[src/rtl/pfd_synth_pkg.sv]
// Package: shared constants and types for the phase comparator core.
// Assumes: ratios are unsigned binary with bit 0 as the LSB.
package pfd_synth_pkg;
    localparam int REF_W_DEF = 12;
    localparam int FB_W_DEF  = 17;
    localparam int MIN_RATIO = 2;

    typedef struct packed {
        logic up;
        logic dn;
    } pump_req_t;
endpackage

[src/rtl/ref_prestage.sv]
// Module: ref_prestage
// Forwards reference ticks either unchanged or one in two.
// Assumes: tick_in is a single-cycle pulse; hold clears the phase.
module ref_prestage (
    input  logic clk,
    input  logic rst_n,
    input  logic hold,
    input  logic halve,
    input  logic tick_in,
    output logic tick_out
);
    logic phase_q;

    // Track which tick of a pair is current while halving.
    always_ff @(posedge clk) begin
        if (!rst_n || hold) begin
            phase_q <= 1'b0;
        end else if (!halve) begin
            phase_q <= 1'b0;
        end else if (tick_in) begin
            phase_q <= ~phase_q;
        end
    end

    // Pass every tick, or only the second tick of each pair.
    always_comb begin
        tick_out = tick_in && (!halve || phase_q);
    end
endmodule

[src/rtl/ratio_divider.sv]
// Module: ratio_divider
// Counts input ticks and emits one registered pulse per programmed period.
// Assumes: ratios below MIN_RATIO are raised to it; the ratio is captured
// on hold/reset and at the terminal tick only.
module ratio_divider #(
    parameter int W = 12
) (
    input  logic         clk,
    input  logic         rst_n,
    input  logic         hold,
    input  logic [W-1:0] ratio_in,
    input  logic         tick_in,
    output logic         pulse_o
);
    import pfd_synth_pkg::*;

    localparam logic [W-1:0] FLOOR = W'(MIN_RATIO);
    localparam logic [W-1:0] ONE   = W'(1);

    logic [W-1:0] ratio_q;
    logic [W-1:0] cnt_q;
    logic         pulse_q;
    logic [W-1:0] ratio_eff;
    logic         at_end;

    // Raise degenerate ratios to the floor value.
    always_comb begin
        ratio_eff = (ratio_in < FLOOR) ? FLOOR : ratio_in;
    end

    // Detect the tick that closes the current period.
    always_comb begin
        at_end = (cnt_q == (ratio_q - ONE));
    end

    // Count ticks, wrap at the end, reload ratio and fire the pulse.
    always_ff @(posedge clk) begin
        if (!rst_n || hold) begin
            cnt_q   <= '0;
            ratio_q <= ratio_eff;
            pulse_q <= 1'b0;
        end else begin
            pulse_q <= 1'b0;
            if (tick_in) begin
                if (at_end) begin
                    cnt_q   <= '0;
                    ratio_q <= ratio_eff;
                    pulse_q <= 1'b1;
                end else begin
                    cnt_q <= cnt_q + ONE;
                end
            end
        end
    end

    assign pulse_o = pulse_q;
endmodule

[src/rtl/pfd_core.sv]
// Module: pfd_core
// Two-register phase-frequency detector.
// Assumes: ref_p and fb_p are single-cycle pulses; the overlap of both
// requests clears them on the next edge, while a pulse arriving on that
// edge still sets its request.
module pfd_core (
    input  logic                     clk,
    input  logic                     rst_n,
    input  logic                     hold,
    input  logic                     ref_p,
    input  logic                     fb_p,
    output pfd_synth_pkg::pump_req_t req_o
);
    import pfd_synth_pkg::*;

    pump_req_t req_q;
    logic      both;

    // Overlap of the two requests triggers the common clear.
    always_comb begin
        both = req_q.up && req_q.dn;
    end

    // Set on divider pulses, hold until overlap, clear on overlap.
    always_ff @(posedge clk) begin
        if (!rst_n || hold) begin
            req_q <= '0;
        end else begin
            req_q.up <= ref_p || (req_q.up && !both);
            req_q.dn <= fb_p  || (req_q.dn && !both);
        end
    end

    assign req_o = req_q;
endmodule

[src/rtl/pfd_synth_core.sv]
// Module: pfd_synth_core (top)
// Reference pre-stage and divider, feedback divider, phase-frequency
// detector, and gated pump drive with an explicit output enable.
// Assumes: ticks are synchronous single-cycle pulses; run/pump_on are
// quasi-static control bits.
module pfd_synth_core #(
    parameter int REF_W = pfd_synth_pkg::REF_W_DEF,
    parameter int FB_W  = pfd_synth_pkg::FB_W_DEF
) (
    input  logic             clk,
    input  logic             rst_n,
    input  logic             run,
    input  logic             pump_on,
    input  logic             ref_halve,
    input  logic [REF_W-1:0] ref_ratio,
    input  logic [FB_W-1:0]  fb_ratio,
    input  logic             ref_tick,
    input  logic             fb_tick,
    output logic             up_req,
    output logic             dn_req,
    output logic             phase_err,
    output logic             cp_oe,
    output logic             cp_up,
    output logic             cp_dn
);
    import pfd_synth_pkg::*;

    logic      hold;
    logic      ref_fwd;
    logic      ref_pulse;
    logic      fb_pulse;
    pump_req_t req;
    logic      oe_q;

    // Power save holds every stage in its start state.
    always_comb begin
        hold = !run;
    end

    ref_prestage i_prestage (
        .clk      (clk),
        .rst_n    (rst_n),
        .hold     (hold),
        .halve    (ref_halve),
        .tick_in  (ref_tick),
        .tick_out (ref_fwd)
    );

    ratio_divider #(.W(REF_W)) i_ref_div (
        .clk      (clk),
        .rst_n    (rst_n),
        .hold     (hold),
        .ratio_in (ref_ratio),
        .tick_in  (ref_fwd),
        .pulse_o  (ref_pulse)
    );

    ratio_divider #(.W(FB_W)) i_fb_div (
        .clk      (clk),
        .rst_n    (rst_n),
        .hold     (hold),
        .ratio_in (fb_ratio),
        .tick_in  (fb_tick),
        .pulse_o  (fb_pulse)
    );

    pfd_core i_pfd (
        .clk   (clk),
        .rst_n (rst_n),
        .hold  (hold),
        .ref_p (ref_pulse),
        .fb_p  (fb_pulse),
        .req_o (req)
    );

    // Register the pump enable from the control bits.
    always_ff @(posedge clk) begin
        if (!rst_n) begin
            oe_q <= 1'b0;
        end else begin
            oe_q <= run && pump_on;
        end
    end

    // Drive requests, error flag and gated pump lines.
    always_comb begin
        up_req    = req.up;
        dn_req    = req.dn;
        phase_err = req.up || req.dn;
        cp_oe     = oe_q;
        cp_up     = req.up && oe_q;
        cp_dn     = req.dn && oe_q;
    end
endmodule

[config.mk]
export PLATFORM = sky130hd
export DESIGN_NAME = pfd_synth_core
export DESIGN_NICKNAME = d
export VERILOG_FILES = /design/src/rtl/pfd_synth_pkg.sv /design/src/rtl/ref_prestage.sv /design/src/rtl/ratio_divider.sv /design/src/rtl/pfd_core.sv /design/src/rtl/pfd_synth_core.sv
export SDC_FILE = /design/constraint.sdc
export NUM_CORES = 1
export LEC_CHECK = 0
export BUFFER_PORTS_ARGS = -buffer_cell sky130_fd_sc_hd__buf_4
export CAP_MARGIN = 20
export CELL_PAD_IN_SITES_DETAIL_PLACEMENT = 2
export CELL_PAD_IN_SITES_GLOBAL_PLACEMENT = 2
export CORE_UTILIZATION = 32
export CTS_CLUSTER_SIZE = 28
export DETAILED_ROUTE_END_ITERATION = 8
export PLACE_DENSITY_LB_ADDON = 0.1
export SETUP_SLACK_MARGIN = 0.5
export SYNTH_ARGS = -nofsm -noshare
export SYNTH_HDL_FRONTEND = slang
export SYNTH_SLANG_ARGS = --single-unit
[constraint.sdc]
create_clock -name clk -period 4.75 [get_ports clk]
set_input_delay 0.7125 -clock clk [delete_from_list [all_inputs] [get_ports clk]]
set_output_delay 0.7125 -clock clk [all_outputs]
set_load 0.05 [all_outputs]
## Word-level counts from Yosys, hierarchy flattened

Index checks and enable logic that the tools add are counted.
Widths: inputs -> output; s select.

- Register bits after elaboration: 64
- Bits of input ports: 36
- Output and inout bits: 6
- Logic and storage cells: 59

- $add $sub $neg: 4
- $lt $le $gt $ge: 2
- Eq/ne operators: 2
- Mux-type cells: 12
- Bitwise logic cells: 4
- Reduce and logical (&&, ||, !) cells: 25

Operators by type and width:

| operator | count |
|---|---|
| $mux 17 | 5 |
| $mux 12 | 5 |
| $add 17x1->17 const B | 1 |
| $eq 17x17->1 | 1 |
| $lt 17x2->1 const B | 1 |
| $sub 17x1->17 const B | 1 |
| $add 12x1->12 const B | 1 |
| $eq 12x12->1 | 1 |
| $lt 12x2->1 const B | 1 |
| $sub 12x1->12 const B | 1 |
| $reduce_bool 2->1 | 4 |
| $logic_and 1x1->1 | 7 |
| $reduce_or 2->1 | 3 |
| $logic_or 1x1->1 | 5 |
| $logic_not 1->1 | 4 |
| $not 1->1 | 4 |
| $reduce_and 2->1 | 2 |
| $mux 1 | 2 |

## Depth between registers and ports, before layout

Gate-level depths: netlist of run 1.

- Depth in word-level cells: 5
- Mapped depth: 10
- Gate-level depth less buffers: 9

## Cells and area by module

From an unflattened synthesis of run 1, not the netlist that was laid out.

- Cells, all modules: 386
- Area, all modules: 3713.6 um^2

By module, submodules not included:

| module | times used | cells an instance | area an instance (um^2) | sequential area each (um^2) |
|---|---|---|---|---|
| ratio_divider at i_fb_div | 1 | 213 | 2015.7 | 870.8 |
| ratio_divider at i_ref_div | 1 | 152 | 1517.7 | 620.6 |
| pfd_core | 1 | 9 | 76.3 | 40.0 |
| ref_prestage | 1 | 6 | 53.8 | 20.0 |
| pfd_synth_core | 1 | 6 | 50.0 | 20.0 |

## Least setup slack after synthesis of run 1

No wires, ideal clock.

- Path type: register to register
- From: reg i_ref_div.ratio_q[0]
- To: reg i_ref_div.ratio_q[0], enable pin
- Setup time: 0.344 ns
- Arrival: 2.869 ns
- Data required time: 4.406 ns
- Setup slack: 1.537 ns
- Cell stages (with the launch flop): 10
- Path buffers: 0
- Clock period less this slack: 3.213 ns
- Cells stage by stage: edfxtp_1 > inv_1 > ha_1 > or4b_4 > or4_1 > a211oi_1 > o32ai_2 > a2111oi_4 > a21oi_2 > inv_1

- Word-level cells in the longest chain between the ends: 4

Ends and longest elaborated chain:

| what | line | text |
|---|---|---|
| start: declaration | ratio_divider.sv:20 | `logic [W-1:0] ratio_q;` |
| start signal: assignment | ratio_divider.sv:40 | `ratio_q <= ratio_eff;` |
| start signal: assignment | ratio_divider.sv:47 | `ratio_q <= ratio_eff;` |
| $sub 12x1->12 | ratio_divider.sv:33 | `at_end = (cnt_q == (ratio_q - ONE));` |
| $eq 12x12->1 | ratio_divider.sv:33 |  |
| $reduce_bool 2->1 (no source line) | - |  |
| $reduce_and 2->1 (no source line) | - |  |

No other way between the ends.
A chain may end at the register's enable or synchronous reset.

## Final worst setup path of run 1

- From: reg i_ref_div.ratio_q[0]
- To: reg i_ref_div.ratio_q[3], enable pin

Same word-level chain as after synthesis.

==> results of run 1 <==
-- layer usage --
metal	vias up	global-route usage [%]	share of wire (%)
met5	-	0	0
met3	8	3.56	3.4
met1	1411	24.0	52
met2	50	26.1	44
met4	0	5.71	1.2
li1	1423	-	-
-- area by class of cell --
cell class,instances,area [sq um]
Multi-Input combinational cell,283,1950
Clock inverter,3,17.5
Fill cell,1218,6750
Timing Repair Buffer,42,315
Inverter,14,52.6
Tap cell,140,175
Clock buffer,13,250
Sequential cell,64,1570
-- worst min-delay path: stages, from the launching register on --
cell and delay [ps]:
dfxtp_1 300, a21oi_1 40, nor2_1 70
-- flip-flops by register name, summed over array words and instances (netlist names) --
register	flops
i_ref_div.cnt_q	12
i_prestage.phase_q	1
i_ref_div.ratio_q	12
i_fb_div.cnt_q	17
i_fb_div.pulse_o	1
i_ref_div.pulse_o	1
cp_oe	1
i_pfd.req_o	2
i_fb_div.ratio_q	17
-- cells in the mapped netlist, types with 4 or more instances --
cell	n
inv_1	14
nand3_1	16
clkbuf_1	29
a31oi_1	4
or3_1	5
dfxtp_1	35
nor2_1	28
ha_1	4
and3_1	4
o21ai_0	6
edfxtp_1	29
nor3_1	17
and2_1	14
nand2_1	25
nor2_2	9
nor4_1	10
xnor2_1	31
nor2b_1	4
nand4_1	13
nand2b_1	6
a21oi_1	9
xor2_1	25
-- logic make-up after synthesis --
| kind of cell | count (synthesis) |
|---|---|
| and+or+nand+nor | 174 |
| DFF | 64 |
| xor gates and xnor gates | 56 |
| AOI/OAI and AO/OA | 46 |
| buffers and inverters | 45 |
| adders and majority gates | 4 |
| muxes | 3 |
-- power groups by stage --
stage	Sequential [W]	Combinational (W)	Clock [W]
floorplan	0.000632	0.0000887	0
global placement	0.000643	0.000124	0
detailed placement	0.000644	0.000127	0
CTS	0.000633	0.000128	0.000616
global route	0.000637	0.000140	0.000637
finish	0.000632	0.000125	0.000600
-- how the worst max path moves through the flow --
| stage | startpoint | end | slack, ps | cells past startpoint |
|---|---|---|---|---|
| after CTS | i_ref_div.ratio_q[0] | i_ref_div.ratio_q[3] | 910 | 9 |
| after floorplan | i_ref_div.ratio_q[0] | i_ref_div.ratio_q[0] | 1540 | 9 |
| after global routing | i_ref_div.ratio_q[0] | i_ref_div.ratio_q[3] | 710 | 9 |
| after detailed placement | i_ref_div.ratio_q[0] | i_ref_div.ratio_q[1] | 930 | 9 |
| final | i_ref_div.ratio_q[0] | i_ref_div.ratio_q[3] | 970 | 9 |
| after global placement | i_ref_div.ratio_q[0] | i_ref_div.ratio_q[0] | 1140 | 9 |
-- metrics by stage --
step           cells  cell area (sq um)
2_1_floorplan    392               3710
3_3_place_gp     543               4060
3_5_place_dp     543               4060
4_1_cts          559               4330
5_1_grt          559               4330
6_report         559               4330
==> summary.txt, run 1 <==
Routing
  • Via density: around 5.2
  • Drc violations: 0
  • Via count: 2,892
  • Post-DR wirelength/cell: about 17 um
  • Drt first pass iters: 4
  • DRT iter0 DRCs: between 90 and 100
  • Post-DRT Antenna Nets: 0
  • Routed wire length: 9340 um

Clock network
  • CTS tree: done
  • Total clock sinks: 64
  • Cts repair resizes: 0
  • Total CTS buffers: 9
  • Post-CTS Hold Buffers: 0
  • Clk buf depth: 2
  • Worst-Skew Late Latency: 320 ps
  • Clock slew at reported path FFs: 50 ps
  • H-tree depth: 3
  • Setup Fix Bufs, Post-CTS: 0
  • Clk root buf: clkbuf_16

Die
  • Core area: around 11,000 sq um
  • Die height: roughly 110 um
  • Num ports: 42
  • Site Rows: 38
  • Die width: 110 um
  • Initial Util: approximately a third
  • Die ar.: 12,000 sq um

Global route
  • Global-route wire length before repair: 15,300 um
  • Vias in the first global route: a little under 3,000
  • Total GRT Usage: 17.1%
  • Initial antenna violation count: 0
  • Grt ovf: 0
  • Largest net degree at the start of global routing: 32

Power
  • Overall Power: 0.00136 W
  • Clock Power Share: 44.2%
  • Psw: between 0.0003 and 0.0004 W
  • Leak: 1.50 nW
  • Cell-internal power: 0.00103 W
  • Max rail drop VDD: ~0.17 mV
  • Switching Fraction: between 20% and 30%
  • Sequential share of power: 46.6%
  • Comb power frac: about 9%
  • Pwr dens: 314 nW/um^2

Critical path
  • Slowest stage delay, CP: 530 ps
  • Worst path bufs/invs: 2
  • Most used cell along the critical path: inv_1
  • Worst path slowest cell: or4b_4
  • Setup crit end kind: register
  • Reg2Reg Launch Point: i_ref_div.ratio_q[0]
  • RR Endpoint: i_ref_div.ratio_q[3]
  • Critical path class: reg2reg
  • CP Max Fanout: 12
  • Cell breakdown of the critical path: inv_1, ha_1, or4b_4, or4_1, a211oi_1, o32ai_2, a2111oi_4, a21oi_2, inv_1
  • Worst Path Arrival: 3750 ps
  • Register-to-Register Setup Slack: a little under 1000 ps
  • Reg2Reg Depth: 9
  • CP required: 4720 ps
  • Startpoint Class: register
  • CP top delay family: compound AO/OA/AOI/OAI gates

STA
  • Setup TNS: 0 ps
  • Final hold vios: 0
  • Max-slew headroom: a little under three fifths
  • Worst-case hold slack: 438 ps
  • FMAX: between 0.2 and 0.3 GHz
  • Worst clock skew: 6.06 ps
  • Worst setup margin: 969 ps
  • Unrepaired setup endpoints after global routing: false
  • Worst-Margin Slew: 652 ps
  • Clock period minus worst slack: approximately 3800 ps
  • Final worst-path cycle share: 79.6%
  • Slew Viols, Final: 0
  • Finish-stage setup viols: 0

Synth
  • EDFF count, synth: 29
  • Synthesized net count: 432
  • Mapped cell area: 3710 sq um
  • Simple logic cell fraction of the synthesized area: 26.7%
  • Cells after Synth: 392
  • Top cells by area, synth: edfxtp_1 23%, dfxtp_1 19%, xnor2_1 7.3%
  • Ys Warns: 0
  • Synth unique cells: 63
  • Main combinational cell family by area after synthesis: simple AND/OR/NAND/NOR gates
  • Mux contribution to synthesized area: 0.878%
  • Syn avg cell area: 9.45 sq um
  • Synth Register Bits: 64
  • Ys flop type: dfxtp_1
  • Synth top area share: 23.5%
  • Post-Synth XOR/XNOR Area: 13.2%
  • Synth area leader: edfxtp_1
  • Post-synthesis compound-gate area fraction: 10.3%
  • Asr flop ratio synth: 0%
  • Sequential share of the synthesized area: 42.4%
  • Adder-cell share of the synthesized area: 1.35%

Placed design
  • PortBufs: 41
  • Placer Congestion: ~0.75
  • Pre-CTS setup slack: 933 ps
  • DP HPWL: 7220 um

Finish
  • Most common cell after layout, fill and taps aside: buf_4
  • Ant diodes: 0
  • Layout cells sized above 1: 20.5%
  • Final core occ: between 30% and 40%
  • Most frequent cells in the layout: 42 x buf_4, 35 x dfxtp_1, 31 x xnor2_1
  • Area Overhead vs Synth: 16.8%
  • Nets@finish: 454

Worst hold path
  • Hold EP: i_pfd.req_o[0]
  • Worst min path class: reg2reg
  • Worst hold path startpoint: i_fb_div.pulse_o
  • Hold Path Cell Cnt: 2

Flow run
  • Max Cap Viol: 0

Run status
  • Status: finished, final reports clean
No activity file was read; power rests on OpenSTA's default activity.
==> inputs of run 2 (changes only) <==
--- a/config.mk
+++ b/config.mk
@@ -5,6 +5,7 @@
 export SDC_FILE = /design/constraint.sdc
 export NUM_CORES = 1
 export LEC_CHECK = 0
+export ABC_AREA = 1
 export BUFFER_PORTS_ARGS = -buffer_cell sky130_fd_sc_hd__buf_4
 export CAP_MARGIN = 20
 export CELL_PAD_IN_SITES_DETAIL_PLACEMENT = 2
==> constraint.sdc (replaced) <==
create_clock -name clk -period 3.5 [get_ports clk]
set_input_delay 0.525 -clock clk [delete_from_list [all_inputs] [get_ports clk]]
set_output_delay 0.525 -clock clk [all_outputs]
set_load 0.05 [all_outputs]
==> run 2 against run 1 <==
- power up 49%
- sequential power up 35%
- count of clock-buffer cells in the layout down 3
- first-iteration DRC count up 11%
- core utilization down 0.19 points
- final cell count up 21%
- critical path type unchanged
- die area up 1.2%
==> summary.txt, run 2 <==
Run status
  • Status: finished, final reports clean

Critical path
  • Startpoint Class: register
  • Worst Path Arrival: 2450 ps (-1300 ps)
  • CP required: 3470 ps (-1250 ps)
  • Critical path class: reg2reg
  • Setup crit end kind: register
  • CP Max Fanout: 33 (+21)
  • Register-to-Register Setup Slack: 1020 ps (+50 ps)

Synth
  • Sequential share of the synthesized area: 41.9% (-0.50 points)
  • Asr flop ratio synth: 0% (unchanged)
  • Ys Warns: 0 (unchanged)
  • Post-synth top cells: 120 x nand2_1, 83 x nor2_1, 64 x inv_1
  • Mapped cell area: 3750 sq um (+1.2%)
  • Synth unique cells: 31 (-51%)
  • Top cells by area, synth: edfxtp_1 23%, dfxtp_1 19%, nand2_1 12%
  • Synthesized net count: 545 (+26%)
  • Syn avg cell area: 7.43 sq um (-21%)
  • Synth area leader: edfxtp_1
  • Most instantiated library cell after synthesis: nand2_1
  • Ys flop type: dfxtp_1
  • Synth Register Bits: 64 (unchanged)
  • EDFF count, synth: 29 (unchanged)
  • Cells after Synth: 505 (+29%)
  • Synth top area share: 23.2% (-0.27 points)

Finish
  • Biggest regs: i_fb_div.cnt_q (17), i_fb_div.ratio_q (17)
  • Ant diodes: 0 (unchanged)
  • Most frequent cells in the layout: 119 x nand2_1, 83 x nor2_1, 64 x inv_1
  • Layout cells sized above 1: 15.5% (-5.0 points)
  • Area Overhead vs Synth: 18.4%
  • Fill cell count: 1,379 (+13%)
  • Nets@finish: 570 (+26%)
  • Multi-input gate area: 1800 sq um (-7.6%)
  • Most common cell after layout, fill and taps aside: nand2_1
  • Register area: 1570 sq um (unchanged)

Power
  • Leak: 1.88 nW (+25%)
  • Max rail drop VDD: 0.218 mV (+26%)
  • Pwr dens: 456 nW/um^2 (+45%)

Placed design
  • DP HPWL: 8030 um (+11%)
  • Placer Congestion: 0.796 (+6.7%)
  • Pre-CTS setup slack: 776 ps (-157 ps)
  • PortBufs: 41 (unchanged)

STA
  • Clock period minus worst slack: 2480 ps (-1300 ps)
  • Slew Viols, Final: 0 (unchanged)
  • Worst-Margin Slew: 466 ps (-186 ps)
  • Final worst-path cycle share: 70.8% (-8.8 points)
  • Worst clock skew: 3.99 ps (-2.07 ps)
  • Max-slew headroom: 68.9% (+13 points)
  • Setup TNS: 0 ps (unchanged)
  • Unrepaired setup endpoints after global routing: false
  • Final hold vios: 0 (unchanged)
  • FMAX: 0.403 GHz (+52%)
  • Worst setup margin: 1020 ps (+51.6 ps)
  • Finish-stage setup viols: 0 (unchanged)

Die
  • Core area: 11,400 sq um (+3.1%)
  • Initial Util: 32.8% (-0.61 points)
  • Die ar.: 12,200 sq um (+1.2%)
  • Die height: 110 um (+0.58%)
  • Site Rows: 39 (+2.6%)
  • Num ports: 42 (unchanged)
  • Die width: 110 um (+0.58%)

Routing
  • DRT met1 WL: 4310 um (-10%)
  • DRT iter0 DRCs: 102 (+11%)
  • Post-DRT Antenna Nets: 0 (unchanged)
  • Via density: 4.69 (-9.3%)
  • Via count: 3,181 (+10%)
  • Drc violations: 0 (unchanged)
  • WL met2: 5540 um (+35%)
  • Routed met3 length: 183 um (-42%)
  • Post-DR wirelength/cell: 15.0 um (-9.9%)
  • Highest routed layer: met4
  • Routed wire length: 10,200 um (+9.2%)
  • Drt first pass iters: 4 (unchanged)

Global route
  • Initial antenna violation count: 0 (unchanged)
  • Global-route wire length before repair: 16,700 um (+9.3%)
  • Largest net degree at the start of global routing: 34 (+6.3%)
  • Total GRT Usage: 18.4% (+1.3 points)
  • Grt ovf: 0 (unchanged)
  • Vias in the first global route: 3,481 (+18%)

Clock network
  • CTS tree: done
  • Clk buf depth: 2 (unchanged)
  • Clk root buf: clkbuf_16
  • H-tree depth: 3 (unchanged)
  • Worst-Skew Late Latency: 330 ps (about the same)
  • Clock slew at reported path FFs: 60 ps (about the same)
  • Total clock sinks: 64 (unchanged)
  • Setup Fix Bufs, Post-CTS: 0 (unchanged)
  • Total CTS buffers: 9 (unchanged)

Worst hold path
  • Worst min path class: in2reg

Flow run
  • Max Cap Viol: 0 (unchanged)
[run 2: cell types whose count changed after synthesis, sizes merged, moves of 9 or more]
| cell | before | now |
|---|---|---|
| nand3 | 16 | 31 |
| nand2 | 25 | 123 |
| nor2 | 37 | 95 |
| nor3 | 18 | 9 |
| inv | 14 | 64 |
| xnor2 | 31 | 18 |
| and2 | 14 | 1 |
| nor4 | 11 | 2 |
[run 2: per-layer routing]
layer / up-vias / track usage, %
met5: - / 0
met4: 0 / 6.67
met3: 14 / 2.82
met2: 28 / 35.5
met1: 1535 / 20.2
li1: 1604 / -
[run 2: kinds of logic after synthesis]
kind of cell	after synthesis	share of synthesized area [%]
AND/OR/NAND/NOR	280	32.9
adder cells (fa/ha/maj)	4	1.33
flip-flops	64	41.9
XOR/XNOR	48	11.6
buffers and inverters	94	10.2
AO/OA/AOI/OAI	15	2.07
[run 2: where the power goes]
part	switching (W)	internal, W
registers	0.0000345	0.000821
clock network	0.000324	0.000638
logic	0.000122	0.0000865
[run 2: worst paths after layout]
kind	startpoint	end	cells after the start
hold / removal	fb_ratio[2]	i_fb_div.ratio_q[2]	1
setup reg to reg	i_fb_div.ratio_q[0]	i_fb_div.ratio_q[13]	12
setup / recovery	i_fb_div.ratio_q[0]	i_fb_div.ratio_q[13]	12
hold reg to reg	i_ref_div.pulse_o	i_pfd.req_o[1]	2
[run 2: final cells by class]
type / count / area share (%)
tap: 143 / 4.03
multi-input combinational: 347 / 40.5
clock inverter: 6 / 1.86
timing repair buffer: 44 / 7.44
sequential: 64 / 35.4
clock buffer: 10 / 5.38
inverter: 64 / 5.41
[run 2: timing repair]
action                     CTS  global route
resized for setup            0             1
setup endpoints to repair    0             4
hold buffers                 0             0
[run 2: stage by stage]
stage               utilization, %  std cells  total power [W]  instance area [sq um]  hold WS, ps
finish                        38.9        678          0.00203                   4440          377
global route                  38.9        678          0.00212                   4440          362
CTS                           38.9        678          0.00206                   4440          363
detailed placement            36.1        662          0.00108                   4120          439
global placement              36.1        662          0.00107                   4120          423
floorplan                        -        505          0.00100                   3750          413
[run 2: critical path, stage by stage (launching register included)]
cell and delay, ps:
edfxtp_1 400, inv_1 130, ha_1 220, nand2_2 120
nor2_4 210, nand3_1 100, nand2_1 90, nand2_1 50
inv_1 50, nand2_1 50, nor2_2 140, nand4_2 140
nand2_4 390
==> inputs of run 3 (changes only) <==
==> constraint.sdc (replaced) <==
create_clock -name clk -period 2.33 [get_ports clk]
set_input_delay 0.3495 -clock clk [delete_from_list [all_inputs] [get_ports clk]]
set_output_delay 0.3495 -clock clk [all_outputs]
set_load 0.05 [all_outputs]
==> run 3 against run 2 <==
- global-route usage up 0.52 points
- non-clock buffer count is 34 higher
- count of clock-buffer cells in the layout unchanged
- combinational power is 110% higher
- first-iteration DRC count is 33% lower
- highest routed layer unchanged
==> summary.txt, run 3 (synthesized netlist as in run 2, its figures left out) <==
Routing
  • Routed wire length: 11,100 um (+9.1%)
  • Post-DRT Antenna Nets: 0 (unchanged)
  • Drc violations: 0 (unchanged)
  • Drt first pass iters: 4 (unchanged)
  • Via count: 3,364 (+5.8%)
  • DRT iter0 DRCs: 68 (-33%)
  • Post-DR wirelength/cell: 15.6 um (+3.9%)
  • Via density: 4.72 (+0.70%)

Die
  • Initial Util: 32.8% (unchanged)
  • Num ports: 42 (unchanged)
  • Core area: 11,400 sq um (unchanged)
  • Die height: 110 um (unchanged)
  • Die ar.: 12,200 sq um (unchanged)
  • Site Rows: 39 (unchanged)
  • Die width: 110 um (unchanged)

Clock network
  • Total clock sinks: 64 (unchanged)
  • Worst-Skew Late Latency: 340 ps (about the same)
  • Clk root buf: clkbuf_16
  • Clk buf depth: 2 (unchanged)
  • CTS tree: done
  • Total CTS buffers: 9 (unchanged)
  • H-tree depth: 3 (unchanged)
  • Clock slew at reported path FFs: 60 ps (about the same)

Finish
  • Most frequent cells in the layout: 111 x nand2_1, 68 x buf_4, 65 x nor2_1
  • Area Overhead vs Synth: 31.8%
  • Nets@finish: 604 (+6.0%)
  • Biggest regs: i_fb_div.cnt_q (17), i_fb_div.ratio_q (17)
  • Final core occ: 43.3% (+4.4 points)
  • Post-route design area: 4940 sq um (+11%)
  • Most common cell after layout, fill and taps aside: nand2_1
  • Layout cells sized above 1: 26.7% (+11 points)
  • Ant diodes: 0 (unchanged)

Global route
  • Global-route wire length before repair: 17,000 um (+1.3%)
  • Vias in the first global route: 3,544 (+1.8%)
  • Initial antenna violation count: 0 (unchanged)
  • Largest net degree at the start of global routing: 13 (-62%)
  • Grt ovf: 0 (unchanged)
  • Total GRT Usage: 19.0% (+0.52 points)

Power
  • Leak: 2.08 nW (+11%)
  • Pwr dens: 594 nW/um^2 (+30%)
  • Max rail drop VDD: 0.282 mV (+29%)

STA
  • Final worst-path cycle share: 95.6% (+25 points)
  • Clock period minus worst slack: 2230 ps (-251 ps)
  • Finish-stage setup viols: 0 (unchanged)
  • Max-slew headroom: 77.6% (+8.6 points)
  • FMAX: 0.449 GHz (+11%)
  • Worst clock skew: 5.39 ps (+1.40 ps)
  • Worst-Margin Slew: 335 ps (-131 ps)
  • Slew Viols, Final: 0 (unchanged)
  • Final hold vios: 0 (unchanged)
  • Unrepaired setup endpoints after global routing: true

Placed design
  • Placer Congestion: 0.749 (-5.9%)
  • PortBufs: 41 (unchanged)
  • Post-DP Area: 4240 sq um (+3.0%)
  • DP HPWL: 8010 um (-0.27%)

Flow run
  • Max Cap Viol: 0 (unchanged)

Critical path
  • CP startpoint: i_ref_div.ratio_q[0]
  • CP required: 2380 ps (-1090 ps)
  • CP Max Fanout: 6 (-82%)
  • Startpoint Class: register
  • Critical path class: reg2reg
  • Worst Path Arrival: 2280 ps (-170 ps)
  • Reg2Reg Launch Point: i_ref_div.ratio_q[0]
  • Setup crit end kind: register

Worst hold path
  • Worst min path class: in2reg
  • Worst hold path startpoint: fb_ratio[3]

Run status
  • Status: finished, final reports clean
[run 3: metrics by stage]
step / TNS (ps) / std cells / hold WS [ps] / setup slack, ps / power, W
after floorplan: 0 / 505 / 413 / 368 / 0.00152
after global placement: 0 / 668 / 423 / 109 / 0.00164
after detailed placement: 0 / 668 / 438 / 6.84 / 0.00166
after CTS: 0 / 699 / 192 / 173 / 0.00290
after global routing: -1290 / 712 / 189 / -56.2 / 0.00306
final: 0 / 712 / 196 / 101 / 0.00293
[run 3: cell type report]
cell class	count	area, sq um
Clock inverter	6	36.3
Timing Repair Buffer	78	704
Clock buffer	10	229
Sequential cell	64	1570
Fill cell	1318	6480
Tap cell	143	179
Inverter	64	240
Multi-Input combinational cell	347	1980
[run 3: path summary, 6_finish.rpt]
| path | to | slack, ps | depth (start not counted) |
|---|---|---|---|
| worst max register to register | i_ref_div.ratio_q[10] | 100 | 10 |
| worst min-delay path | i_fb_div.ratio_q[3] | 200 | 1 |
| worst max-delay path | i_ref_div.ratio_q[10] | 100 | 10 |
| worst min register to register | i_pfd.req_o[1] | 440 | 2 |
[run 3: timing repair]
item	4_1_cts	5_1_grt
resized for setup	15	35
buffers inserted	13	11
pin swaps	4	12
gates cloned	2	2
setup endpoints to repair	59	60
hold buffers	0	0
[run 3: worst max-delay path: stages (launching register included)]
cell and delay (ps):
edfxtp_1 400, inv_2 110, ha_4 160, nand3_4 120, nor2_4 140, xor2_1 170, nand3_1 110, nor2_2 150
nand4_1 220, nand2_4 190, clkbuf_16 170
[run 3: power by group]
| part | internal, W | switching [W] | total (W) |
|---|---|---|---|
| Sequential | 0.00123 | 0.0000527 | 0.00129 |
| Combinational | 0.000200 | 0.000229 | 0.000430 |
| Clock | 0.000711 | 0.000507 | 0.00122 |
[run 3: per-layer routing]
layer	vias up	wire length, um	global-route usage [%]
met5	-	0	0
met4	0	200	8.18
met3	16	176	2.47
met2	32	6280	37.6
met1	1646	4460	19.6
li1	1670	-	-
